### src/rtl/rtc_pkg.sv
package rtc_pkg;
   typedef logic [5:0] reg_off_t;

   localparam reg_off_t OFF_CTRL     = 6'h00;
   localparam reg_off_t OFF_LOAD     = 6'h04;
   localparam reg_off_t OFF_NOW      = 6'h08;
   localparam reg_off_t OFF_POS      = 6'h0C;
   localparam reg_off_t OFF_CALIB    = 6'h10;
   localparam reg_off_t OFF_ALARM    = 6'h14;
   localparam reg_off_t OFF_PENDING  = 6'h18;
   localparam reg_off_t OFF_MASK     = 6'h1C;
   localparam reg_off_t OFF_UNMASK   = 6'h20;
   localparam reg_off_t OFF_SETMASK  = 6'h24;

   localparam int N_IRQ   = 2;
   localparam int IRQ_SEC = 0;
   localparam int IRQ_ALM = 1;
endpackage

### src/rtl/rtc_prescaler.sv
module rtc_prescaler #(
   parameter int TICK_W  = 16,
   parameter int FRAC_W  = 4,
   parameter bit FRAC_HW = 1'b1
) (
   input  logic              clk,
   input  logic              rst_n,
   input  logic              step,
   input  logic              restart,
   input  logic [TICK_W-1:0] last_tick,
   input  logic [FRAC_W-1:0] frac_amt,
   input  logic              frac_on,
   output logic [TICK_W-1:0] pos,
   output logic              sec_end
);
   localparam int CNT_W = TICK_W + 1;

   logic [CNT_W-1:0] cnt_q;
   logic [CNT_W-1:0] limit;
   logic             stretch;

   if (TICK_W < 2)  begin : g_chk_tick
      $error("rtc_prescaler: TICK_W too small");
   end
   if (FRAC_W < 1)  begin : g_chk_frac
      $error("rtc_prescaler: FRAC_W must be at least 1");
   end

   generate
      if (FRAC_HW) begin : g_frac
         logic [FRAC_W-1:0] phase_q;
         always_ff @(posedge clk or negedge rst_n) begin
            if (!rst_n)       phase_q <= '0;
            else if (restart) phase_q <= '0;
            else if (sec_end) phase_q <= phase_q + 1'b1;
         end
         assign stretch = frac_on && (phase_q < frac_amt);
      end else begin : g_nofrac
         assign stretch = 1'b0;
      end
   endgenerate

   assign limit   = {1'b0, last_tick} + CNT_W'(stretch);
   assign sec_end = step && (cnt_q >= limit);

   always_ff @(posedge clk or negedge rst_n) begin
      if (!rst_n)       cnt_q <= '0;
      else if (restart) cnt_q <= '0;
      else if (sec_end) cnt_q <= '0;
      else if (step)    cnt_q <= cnt_q + 1'b1;
   end

   assign pos = cnt_q[TICK_W-1:0];

   assert_count_up_R3: assert property (@(posedge clk) disable iff (!rst_n)
      step && !restart && !sec_end |=> cnt_q == $past(cnt_q) + 1'b1);
   assert_wrap_zero_R3: assert property (@(posedge clk) disable iff (!rst_n)
      sec_end |=> cnt_q == '0);
   assert_hold_R2: assert property (@(posedge clk) disable iff (!rst_n)
      !step && !restart |=> $stable(cnt_q));
endmodule

### src/rtl/rtc_seconds.sv
module rtc_seconds #(
   parameter int SEC_W = 32
) (
   input  logic             clk,
   input  logic             rst_n,
   input  logic             load,
   input  logic [SEC_W-1:0] load_val,
   input  logic             advance,
   input  logic [SEC_W-1:0] alarm_val,
   output logic [SEC_W-1:0] secs,
   output logic             tick_evt,
   output logic             alarm_evt
);
   logic [SEC_W-1:0] secs_q;
   logic [SEC_W-1:0] secs_nxt;

   if (SEC_W < 8 || SEC_W > 32) begin : g_chk_sec
      $error("rtc_seconds: SEC_W out of range");
   end

   assign secs_nxt  = secs_q + 1'b1;
   assign tick_evt  = advance && !load;
   assign alarm_evt = tick_evt && (secs_nxt == alarm_val);

   always_ff @(posedge clk or negedge rst_n) begin
      if (!rst_n)       secs_q <= '0;
      else if (load)    secs_q <= load_val;
      else if (advance) secs_q <= secs_nxt;
   end

   assign secs = secs_q;

   assert_load_R5: assert property (@(posedge clk) disable iff (!rst_n)
      load |=> secs_q == $past(load_val));
   assert_advance_wraps_R6: assert property (@(posedge clk) disable iff (!rst_n)
      tick_evt && (secs_q == '1) |=> secs_q == '0);
   assert_alarm_hit_R8: assert property (@(posedge clk) disable iff (!rst_n)
      alarm_evt |=> secs_q == $past(alarm_val));
endmodule

### src/rtl/rtc_irq.sv
module rtc_irq #(
   parameter int N_SRC = 2
) (
   input  logic             clk,
   input  logic             rst_n,
   input  logic [N_SRC-1:0] evt,
   input  logic [N_SRC-1:0] ack,
   input  logic [N_SRC-1:0] unmask_set,
   input  logic [N_SRC-1:0] mask_set,
   output logic [N_SRC-1:0] pending,
   output logic [N_SRC-1:0] masked,
   output logic [N_SRC-1:0] irq
);
   if (N_SRC < 1 || N_SRC > 32) begin : g_chk_src
      $error("rtc_irq: N_SRC out of range");
   end

   for (genvar i = 0; i < N_SRC; i++) begin : g_src
      always_ff @(posedge clk or negedge rst_n) begin
         if (!rst_n)      pending[i] <= 1'b0;
         else if (evt[i]) pending[i] <= 1'b1;
         else if (ack[i]) pending[i] <= 1'b0;
      end

      always_ff @(posedge clk or negedge rst_n) begin
         if (!rst_n)             masked[i] <= 1'b1;
         else if (mask_set[i])   masked[i] <= 1'b1;
         else if (unmask_set[i]) masked[i] <= 1'b0;
      end

      assign irq[i] = pending[i] & ~masked[i];

      assert_set_wins_R9: assert property (@(posedge clk) disable iff (!rst_n)
         evt[i] |=> pending[i]);
      assert_ack_clears_R9: assert property (@(posedge clk) disable iff (!rst_n)
         ack[i] && !evt[i] |=> !pending[i]);
      assert_mask_set_R10: assert property (@(posedge clk) disable iff (!rst_n)
         mask_set[i] |=> masked[i]);
      assert_unmask_R10: assert property (@(posedge clk) disable iff (!rst_n)
         unmask_set[i] && !mask_set[i] |=> !masked[i]);
   end
endmodule

### src/rtl/rtc_core.sv
module rtc_core #(
   parameter int          ADDR_W    = 8,
   parameter int          SEC_W     = 32,
   parameter int          TICK_W    = 16,
   parameter int          FRAC_W    = 4,
   parameter bit          FRAC_HW   = 1'b1,
   parameter logic [31:0] CAL_RESET = 32'h0019_8233
) (
   input  logic              clk,
   input  logic              rst_n,
   input  logic              osc_tick,
   input  logic              bus_we,
   input  logic [ADDR_W-1:0] bus_addr,
   input  logic [31:0]       bus_wdata,
   output logic [31:0]       bus_rdata,
   output logic              irq_second,
   output logic              irq_alarm
);
   import rtc_pkg::*;

   localparam int CAL_W   = TICK_W + FRAC_W + 1;
   localparam int FRAC_LO = TICK_W;
   localparam int FRAC_ON = TICK_W + FRAC_W;

   if (ADDR_W < 7)     begin : g_chk_addr
      $error("rtc_core: ADDR_W must be at least 7");
   end
   if (CAL_W > 32)     begin : g_chk_cal
      $error("rtc_core: calibration does not fit the data path");
   end

   logic             hit;
   reg_off_t         off;
   logic             wr_ctrl, wr_load, wr_calib, wr_alarm;
   logic             wr_pend, wr_unmask, wr_mask;
   logic             run_q;
   logic [SEC_W-1:0] load_q, alarm_q, secs_now;
   logic [CAL_W-1:0] calib_q;
   logic             step, sec_end, tick_evt, alarm_evt;
   logic [TICK_W-1:0] pos;
   logic [N_IRQ-1:0] pending, masked, irq_vec;

   assign off  = bus_addr[5:0];
   assign hit  = ~|bus_addr[ADDR_W-1:6];

   assign wr_ctrl   = bus_we && hit && (off == OFF_CTRL);
   assign wr_load   = bus_we && hit && (off == OFF_LOAD);
   assign wr_calib  = bus_we && hit && (off == OFF_CALIB);
   assign wr_alarm  = bus_we && hit && (off == OFF_ALARM);
   assign wr_pend   = bus_we && hit && (off == OFF_PENDING);
   assign wr_unmask = bus_we && hit && (off == OFF_UNMASK);
   assign wr_mask   = bus_we && hit && (off == OFF_SETMASK);

   always_ff @(posedge clk or negedge rst_n) begin
      if (!rst_n) begin
         run_q   <= 1'b0;
         load_q  <= '0;
         alarm_q <= '0;
         calib_q <= CAL_RESET[CAL_W-1:0];
      end else begin
         if (wr_ctrl)  run_q   <= bus_wdata[0];
         if (wr_load)  load_q  <= bus_wdata[SEC_W-1:0];
         if (wr_alarm) alarm_q <= bus_wdata[SEC_W-1:0];
         if (wr_calib) calib_q <= bus_wdata[CAL_W-1:0];
      end
   end

   assign step = osc_tick && run_q;

   rtc_prescaler #(.TICK_W(TICK_W), .FRAC_W(FRAC_W), .FRAC_HW(FRAC_HW)) u_presc (
      .clk       (clk),
      .rst_n     (rst_n),
      .step      (step),
      .restart   (wr_load),
      .last_tick (calib_q[TICK_W-1:0]),
      .frac_amt  (calib_q[FRAC_ON-1:FRAC_LO]),
      .frac_on   (calib_q[FRAC_ON]),
      .pos       (pos),
      .sec_end   (sec_end)
   );

   rtc_seconds #(.SEC_W(SEC_W)) u_secs (
      .clk       (clk),
      .rst_n     (rst_n),
      .load      (wr_load),
      .load_val  (bus_wdata[SEC_W-1:0]),
      .advance   (sec_end),
      .alarm_val (alarm_q),
      .secs      (secs_now),
      .tick_evt  (tick_evt),
      .alarm_evt (alarm_evt)
   );

   rtc_irq #(.N_SRC(N_IRQ)) u_irq (
      .clk        (clk),
      .rst_n      (rst_n),
      .evt        ({alarm_evt, tick_evt}),
      .ack        (wr_pend   ? bus_wdata[N_IRQ-1:0] : '0),
      .unmask_set (wr_unmask ? bus_wdata[N_IRQ-1:0] : '0),
      .mask_set   (wr_mask   ? bus_wdata[N_IRQ-1:0] : '0),
      .pending    (pending),
      .masked     (masked),
      .irq        (irq_vec)
   );

   assign irq_second = irq_vec[IRQ_SEC];
   assign irq_alarm  = irq_vec[IRQ_ALM];

   always_comb begin
      bus_rdata = '0;
      if (hit) begin
         case (off)
            OFF_CTRL:    bus_rdata = {31'd0, run_q};
            OFF_LOAD:    bus_rdata = 32'(load_q);
            OFF_NOW:     bus_rdata = 32'(secs_now);
            OFF_POS:     bus_rdata = 32'(pos);
            OFF_CALIB:   bus_rdata = 32'(calib_q);
            OFF_ALARM:   bus_rdata = 32'(alarm_q);
            OFF_PENDING: bus_rdata = 32'(pending);
            OFF_MASK:    bus_rdata = 32'(masked);
            default:     bus_rdata = '0;
         endcase
      end
   end

   assert_stopped_hold_R2: assert property (@(posedge clk) disable iff (!rst_n)
      !run_q && !wr_load |=> $stable(secs_now));
   assert_irq_needs_unmask_R11: assert property (@(posedge clk) disable iff (!rst_n)
      irq_second |-> !masked[IRQ_SEC] && pending[IRQ_SEC]);
endmodule

### config.mk
export PLATFORM = sky130hd
export DESIGN_NAME = rtc_core
export DESIGN_NICKNAME = d
export VERILOG_FILES = /design/src/rtl/rtc_pkg.sv /design/src/rtl/rtc_prescaler.sv /design/src/rtl/rtc_seconds.sv /design/src/rtl/rtc_irq.sv /design/src/rtl/rtc_core.sv
export SDC_FILE = /design/constraint.sdc
export NUM_CORES = 1
export LEC_CHECK = 0
export ABC_AREA = 1
export BUFFER_PORTS_ARGS = -buffer_cell sky130_fd_sc_hd__buf_4
export CAP_MARGIN = 20
export CORE_UTILIZATION = 45
export CTS_CLUSTER_DIAMETER = 40
export DETAILED_ROUTE_END_ITERATION = 10
export PLACE_DENSITY = 0.65
export SLEW_MARGIN = 20
export SYNTH_ARGS = -nofsm -noshare
export SYNTH_HDL_FRONTEND = slang
export SYNTH_SLANG_ARGS = --single-unit
### constraint.sdc
create_clock -name clk -period 4.8 [get_ports clk]
set_clock_uncertainty 0.15 [all_clocks]
set_input_delay 0.24 -clock clk [delete_from_list [all_inputs] [get_ports clk]]
set_output_delay 0.24 -clock clk [all_outputs]
set_load 0.02 [all_outputs]
After elaboration in Yosys (flattened, before gate mapping)
Cells that the tools add are included.
- add/sub/neg operators: 4
- magnitude comparators: 2
- equal/unequal tests: 10
- multiplexer cells: 20
- bitwise operators: 4
- reductions and logical operators: 23
- operators with widths (cell ; number):
    32-bit one-hot mux with 8 select lines ; 1
    32-bit 2-to-1 mux ; 3
    17-bit 2-to-1 mux ; 3
    32-bit by 1-bit adder with 32-bit output (second input constant) ; 1
    32-bit equality test ; 1
    6-bit by 5-bit equality test with 1-bit output (second input constant) ; 4
    16-bit by 1-bit adder with 17-bit output ; 1
    17-bit by 1-bit adder with 17-bit output (second input constant) ; 1
    17-bit >= comparator ; 1
    1-bit logical AND ; 13
    6-bit by 4-bit equality test with 1-bit output (second input constant) ; 2
    6-bit equality test (second input constant) ; 2
    2-bit nonzero test ; 5
    1-bit 2-to-1 mux ; 8
    4-bit 2-to-1 mux ; 2
    6-bit by 3-bit equality test with 1-bit output (second input constant) ; 1
    6-bit logical NOT ; 1
    2-bit 2-to-1 mux ; 3
    4-bit by 1-bit adder with 4-bit output (second input constant) ; 1
    4-bit < comparator ; 1
    3-bit nonzero test ; 1
    1-bit bitwise AND ; 2
    1-bit logical NOT ; 2
    1-bit NOT ; 2
    2-bit OR reduction ; 1
- register bits: 143
- output and inout port bits: 34
- logic and storage cells: 74

Depth between registers and ports, before layout
- depth in word-level cells: 8
- mapped depth: 28
- mapped depth without buffers: 27

By module
Synthesis repeated with hierarchy kept, for this count alone.
- cells, all modules: 1465
- area total of the unflattened synthesis: 10291.1 µm²
- by module, submodules not included (module ; instances ; cells an instance ; area each (µm²) ; sequential area each (µm²)):
    rtc_core ; 1 ; 649 ; 4759.6 ; 2163.3
    rtc_seconds ; 1 ; 513 ; 3134.3 ; 800.8
    rtc_prescaler ; 1 ; 279 ; 2214.6 ; 525.5
    rtc_irq ; 1 ; 24 ; 182.7 ; 102.6

Least setup slack after synthesis
Ideal clock, no wire load.
- path type: reg-to-reg
- start point: register calib_q[19]
- end point: register u_secs.secs_q[17] (netlist: u_secs.secs[17])
- setup time: 0.087 ns
- data arrival time: 3.788 ns
- slack: 0.776 ns
- cell stages (with the launch flop): 26
- buffers on the path: 1
- period minus slack after synthesis: 4.024 ns
- path through: dfstp_2 inv_1 ha_1 a21oi_1 and3_1 ha_1 nand2_1 nor2_1 nand2_1 nor2_1 nand3_1 nor2_1 nand2_1 nor2_1 nand4_1 xor2_1 ha_1 nand2_1 nor4b_1 a21oi_1 nand2_1 nand2_2 nor2_4 buf_2 nand3_1 o211ai_1
- word-level cells in the longest chain between the ends: 6
- RTL lines (what ; RTL line ; source):
    from (decl) ; rtc_core.sv:38 ; logic [CAL_W-1:0] calib_q;
    from (signal assigned) ; rtc_core.sv:59 ; calib_q <= CAL_RESET[CAL_W-1:0];
    from (signal assigned) ; rtc_core.sv:64 ; if (wr_calib) calib_q <= bus_wdata[CAL_W-1:0];
    4-bit < comparator ; rtc_prescaler.sv:37 ; assign stretch = frac_on && (phase_q < frac_amt);
    1-bit logical AND ; rtc_prescaler.sv:37 ;
    16-bit by 1-bit adder with 17-bit output ; rtc_prescaler.sv:43 ; assign limit = {1'b0, last_tick} + CNT_W'(stretch);
    17-bit >= comparator ; rtc_prescaler.sv:44 ; assign sec_end = step && (cnt_q >= limit);
    1-bit logical AND ; rtc_prescaler.sv:44 ;
    2-bit nonzero test (no line) ; n/a ;
    to (signal assigned) ; rtc_seconds.sv:27 ; else if (load) secs_q <= load_val;
    to (signal assigned) ; rtc_seconds.sv:28 ; else if (advance) secs_q <= secs_nxt;
    to (decl) ; rtc_seconds.sv:14 ; logic [SEC_W-1:0] secs_q;
No other way between the ends.
A chain may end at the register's enable or synchronous reset.

Final worst setup path
- start point: register calib_q[19]
- end point: register u_secs.secs_q[20] (netlist: u_secs.secs[20])
Same word-level chain as after synthesis.

==> metrics.txt <==
# TYPE chip_impl_metric gauge
chip_impl_metric{name="synth_edf_count",unit=""} 0
chip_impl_metric{name="timing.critical_path.slowest_cell_delay",unit="ps"} 550
chip_impl_metric{name="fraction_of_the_yosys_area_taken_by_sequential_cells",unit="%"} 39.5
chip_impl_metric{name="dpl.cell_count",unit=""} 1576
chip_impl_metric{name="synth_cell_types",unit=""} 44
chip_impl_metric{name="tns",unit="ps"} 0
chip_impl_info{name="critPathTopFamily",value="simple AND/OR/NAND/NOR gates"} 1
chip_impl_metric{name="drt_first_iter_violations",unit=""} 745
chip_impl_metric{name="setup_violations",unit=""} 0
chip_impl_info{name="top_layer",value="met4"} 1
chip_impl_metric{name="avgRoutedWirePerCell",unit="microns"} 18.0
chip_impl_info{name="timing_worst_setup_path_type",value="flip-flop to flip-flop"} 1
chip_impl_info{name="crit_chain",value="inv_1 -> ha_1 -> a21oi_1 -> and3_4 -> ha_2 -> ha_1 -> nand3_1 -> nor2_1 -> nand4_1 -> nor2_2 -> buf_4 -> nand4_1 -> xor2_1 -> ha_1 -> nand2_2 -> nor4b_2 -> a21oi_1 -> nand2_1 -> nand2_4 -> nor2_4 -> clkbuf_16 -> nand3_1 -> o211ai_1"} 1
chip_impl_metric{name="final.min_clock_period",unit="ps"} 4560
chip_impl_metric{name="layout.nets",unit=""} 1445
chip_impl_metric{name="cts_htree_levels",unit=""} 4
chip_impl_metric{name="crit_arrival",unit="ps"} 4760
chip_impl_metric{name="finalNonFillerCells",unit=""} 1653
chip_impl_metric{name="drt_first_pass_iters",unit=""} 5
chip_impl_metric{name="gpl.final_weighted_congestion",unit=""} 0.931
chip_impl_metric{name="path_depth",unit=""} 23
chip_impl_metric{name="grt_start_max_net_pins",unit=""} 109
chip_impl_metric{name="leakagePower",unit="nW"} 5.33
chip_impl_metric{name="fmax",unit="MHz"} 219
chip_impl_info{name="post_synth_main_area_contributors",value="sky130_fd_sc_hd__dfrtp_1 (36%), sky130_fd_sc_hd__nand2_1 (14%), sky130_fd_sc_hd__inv_1 (6.9%)"} 1
chip_impl_metric{name="drv.max_cap_violation_count",unit=""} 0
chip_impl_info{name="clockRootBuffer",value="sky130_fd_sc_hd__clkbuf_16"} 1
chip_impl_metric{name="syn_avg_cell_area",unit="sq um"} 7.22
chip_impl_metric{name="worst_ep_required_time",unit="ps"} 5000
chip_impl_metric{name="cts-root-to-sink-buffers",unit=""} 2
chip_impl_info{name="run_status",value="finished, final reports clean"} 1
chip_impl_metric{name="totalPowerFinal",unit="mW"} 4.61
chip_impl_metric{name="globalRouteTotalUtil",unit="%"} 29.5
chip_impl_metric{name="multi_input_comb_area",unit="sq um"} 4760
chip_impl_metric{name="postSynthRegisterBits",unit=""} 143
chip_impl_metric{name="cts.sink_count",unit=""} 143
chip_impl_metric{name="grt_pass1_vias",unit=""} 8576
chip_impl_metric{name="buffer_ports.inserted",unit=""} 77
chip_impl_metric{name="final-seq-area",unit="sq um"} 3590
chip_impl_metric{name="chipHeight",unit="microns"} 144
chip_impl_metric{name="route.detailed.vias_per_inst",unit=""} 5.49
chip_impl_metric{name="max_slew_margin",unit="%"} 40.0
chip_impl_info{name="setup.worst_path.start_class",value="flip-flop"} 1
chip_impl_metric{name="grt_first_pass_wirelength",unit="mm"} 45.8
chip_impl_metric{name="route.detailed.drc",unit=""} 0
chip_impl_metric{name="filler_cell_count",unit=""} 1870
chip_impl_metric{name="die_area",unit="sq um"} 20800
chip_impl_metric{name="synth_cells",unit=""} 1261
chip_impl_metric{name="netlist_area",unit="sq um"} 9100
chip_impl_metric{name="yosysTopAreaCellShare",unit="%"} 36.3
chip_impl_metric{name="ys.warnings.count",unit=""} 0
chip_impl_metric{name="insertedDiodeCount",unit=""} 0
chip_impl_metric{name="clock_latency_on_the_worst_skew_pair",unit="ps"} 440
chip_impl_metric{name="total_cell_area_at_the_placement_stage",unit="sq um"} 9970
chip_impl_metric{name="wl_met3",unit="mm"} 1.96
chip_impl_metric{name="asyncSetResetFlopFracSynth",unit="%"} 100
chip_impl_metric{name="wl_met2",unit="mm"} 13.3
chip_impl_info{name="worstHoldPathType",value="primary input to flip-flop"} 1
chip_impl_metric{name="number_of_buffers_inserted_during_clock_tree_synthesis",unit=""} 17
chip_impl_metric{name="cp.buffers_inverters",unit=""} 3
chip_impl_metric{name="die_width",unit="microns"} 144
chip_impl_metric{name="worstHoldPathCells",unit=""} 5
chip_impl_metric{name="depth_of_the_worst_register_to_register_path",unit=""} 23
chip_impl_metric{name="power_density",unit="nW/um^2"} 414
chip_impl_metric{name="fp.coreArea",unit="sq um"} 19700
chip_impl_metric{name="worst-r2r-setup-slack",unit="ps"} 240
chip_impl_info{name="final_cell_mix",value="sky130_fd_sc_hd__nand2_1 (336), sky130_fd_sc_hd__inv_1 (168), sky130_fd_sc_hd__dfrtp_1 (132)"} 1
chip_impl_metric{name="fin_area",unit="sq um"} 11100
chip_impl_metric{name="post-dp-hpwl",unit="mm"} 20.8
chip_impl_info{name="critical-path-slowest-cell",value="sky130_fd_sc_hd__dfstp_2"} 1
chip_impl_metric{name="vdd_ir_drop_max",unit="mV"} 0.237
chip_impl_metric{name="antenna_left",unit=""} 0
chip_impl_metric{name="tightest_slew",unit="ps"} 901
chip_impl_info{name="end_kind",value="flip-flop"} 1
chip_impl_metric{name="row_count",unit=""} 51
chip_impl_metric{name="path_max_fanout",unit=""} 8
chip_impl_metric{name="final_slew_violations",unit=""} 0
chip_impl_info{name="most_common_cell_after_layout_fill_and_taps_aside",value="sky130_fd_sc_hd__nand2_1"} 1
chip_impl_metric{name="synth_nets",unit=""} 1331
chip_impl_metric{name="grt_antenna_before_repair",unit=""} 0
chip_impl_metric{name="synthToLayoutAreaGrowth",unit="%"} 22.2
chip_impl_metric{name="routedLengthMet1",unit="mm"} 13.4
chip_impl_metric{name="timing.final.crit_share",unit="%"} 95.0
chip_impl_metric{name="overflow",unit=""} 0
chip_impl_info{name="cp_common_cell",value="sky130_fd_sc_hd__ha_1"} 1
chip_impl_info{name="yosysTopAreaCell",value="sky130_fd_sc_hd__dfrtp_1"} 1
chip_impl_metric{name="num_vias",unit=""} 9074
chip_impl_metric{name="initial_utilization",unit="%"} 46.3
chip_impl_metric{name="final_layout_size_suffix_gt1_share",unit="%"} 13.1
chip_impl_metric{name="io_pins",unit=""} 78
chip_impl_info{name="dominant_synthesized_flop_cell",value="sky130_fd_sc_hd__dfrtp_1"} 1
chip_impl_metric{name="hold_viol",unit=""} 0
chip_impl_metric{name="routed_wirelength",unit="mm"} 29.7
chip_impl_info{name="cts_tree",value="built"} 1
chip_impl_metric{name="worst_setup_hold_path_clk_slew",unit="ps"} 70
-- worst register-to-register path: stages, from the launching register on --
cell	delay [ps]
sky130_fd_sc_hd__dfstp_2	550
sky130_fd_sc_hd__inv_1	50
sky130_fd_sc_hd__ha_1	300
sky130_fd_sc_hd__a21oi_1	150
sky130_fd_sc_hd__and3_4	220
sky130_fd_sc_hd__ha_2	190
sky130_fd_sc_hd__ha_1	140
sky130_fd_sc_hd__nand3_1	110
sky130_fd_sc_hd__nor2_1	180
sky130_fd_sc_hd__nand4_1	150
sky130_fd_sc_hd__nor2_2	190
sky130_fd_sc_hd__buf_4	120
sky130_fd_sc_hd__nand4_1	100
sky130_fd_sc_hd__xor2_1	180
sky130_fd_sc_hd__ha_1	320
sky130_fd_sc_hd__nand2_2	90
sky130_fd_sc_hd__nor4b_2	270
sky130_fd_sc_hd__a21oi_1	90
sky130_fd_sc_hd__nand2_1	130
sky130_fd_sc_hd__nand2_4	100
sky130_fd_sc_hd__nor2_4	290
sky130_fd_sc_hd__clkbuf_16	240
sky130_fd_sc_hd__nand3_1	70
sky130_fd_sc_hd__o211ai_1	80
-- what timing repair did --
item | in CTS | in global routing
buffers inserted | 0 | 6
endpoints found under the hold margin | 216 | 0
hold buffers | 36 | 0
resized for setup | 0 | 15
endpoints found under the setup margin | 0 | 53
-- worst paths after layout --
path | start | endpoint
setup / recovery | calib_q[19] | u_secs.secs[20]
hold / removal | bus_addr[3] | u_irq.masked[0]
setup reg to reg | calib_q[19] | u_secs.secs[20]
hold reg to reg | load_q[23] | load_q[23]
max in group asynchronous | rst_n | calib_q[9]
min in group asynchronous | rst_n | calib_q[7]
-- metal layers --
metal  global-route usage, %  vias to the layer above
met3                    5.30                       57
met1                    40.1                     4296
met2                    46.3                      338
met4                    11.9                        0
met5                       0                        -
li1                        -                     4383
-- report_power, final --
| group | internal, mW | leakage, nW | switching, mW |
|---|---|---|---|
| Sequential | 1.45 | 1.67 | 0.314 |
| Combinational | 0.551 | 3.36 | 0.872 |
| Clock | 0.841 | 0.295 | 0.584 |
-- cells in the mapped netlist (7+ instances only) --
library cell	count
sky130_fd_sc_hd__a21oi_1	47
sky130_fd_sc_hd__a221oi_1	7
sky130_fd_sc_hd__a22oi_1	15
sky130_fd_sc_hd__buf_2	14
sky130_fd_sc_hd__clkbuf_1	23
sky130_fd_sc_hd__dfrtp_1	132
sky130_fd_sc_hd__dfstp_2	11
sky130_fd_sc_hd__ha_1	26
sky130_fd_sc_hd__inv_1	168
sky130_fd_sc_hd__nand2_1	339
sky130_fd_sc_hd__nand3_1	88
sky130_fd_sc_hd__nand3b_1	8
sky130_fd_sc_hd__nand4_1	11
sky130_fd_sc_hd__nor2_1	108
sky130_fd_sc_hd__nor2_2	9
sky130_fd_sc_hd__nor3_1	9
sky130_fd_sc_hd__o211ai_1	32
sky130_fd_sc_hd__o21ai_0	103
sky130_fd_sc_hd__o22ai_1	36
sky130_fd_sc_hd__xor2_1	26
-- flip-flops by register name, indices dropped and copies added (netlist names) --
signal	flops
u_irq.masked	2
u_presc.g_frac.phase_q	4
u_presc.cnt_q	17
u_secs.secs	32
alarm_q	32
load_q	32
run_q	1
calib_q	21
u_irq.pending	2
-- cells by family (layout without fill, tap and decap cells) --
group / after synthesis / after routing / share of synthesized area (%)
AND/OR/NAND/NOR: 592 / 592 / 27.8
AO/OA/AOI/OAI: 255 / 255 / 16.4
buffers and inverters: 211 / 338 / 8.98
flip-flops: 143 / 143 / 39.5
XOR/XNOR: 33 / 33 / 3.63
adder cells (fa/ha/maj): 26 / 26 / 3.58
multiplexers: 1 / 1 / 0.124
-- through the flow --
| step | util, % | hold WS [ps] | worst slack [ps] |
|---|---|---|---|
| after global routing | 56.6 | 106 | -21.9 |
| after CTS | 55.7 | 59.0 | 206 |
| final | 56.6 | 70.2 | 240 |
| after floorplan | - | -206 | 776 |
| after detailed placement | 50.7 | 309 | 241 |
| after global placement | 50.7 | 306 | 381 |
-- cell type report --
cell class                 count  share of cell area [%]
tap                          265                    2.98
timing repair buffer         134                    10.5
clock buffer                  18                    3.95
inverter                     172                    5.81
multi-input combinational    907                    42.8
clock inverter                14                    1.63
sequential                   143                    32.3
Power figures use the tool's default switching activity.
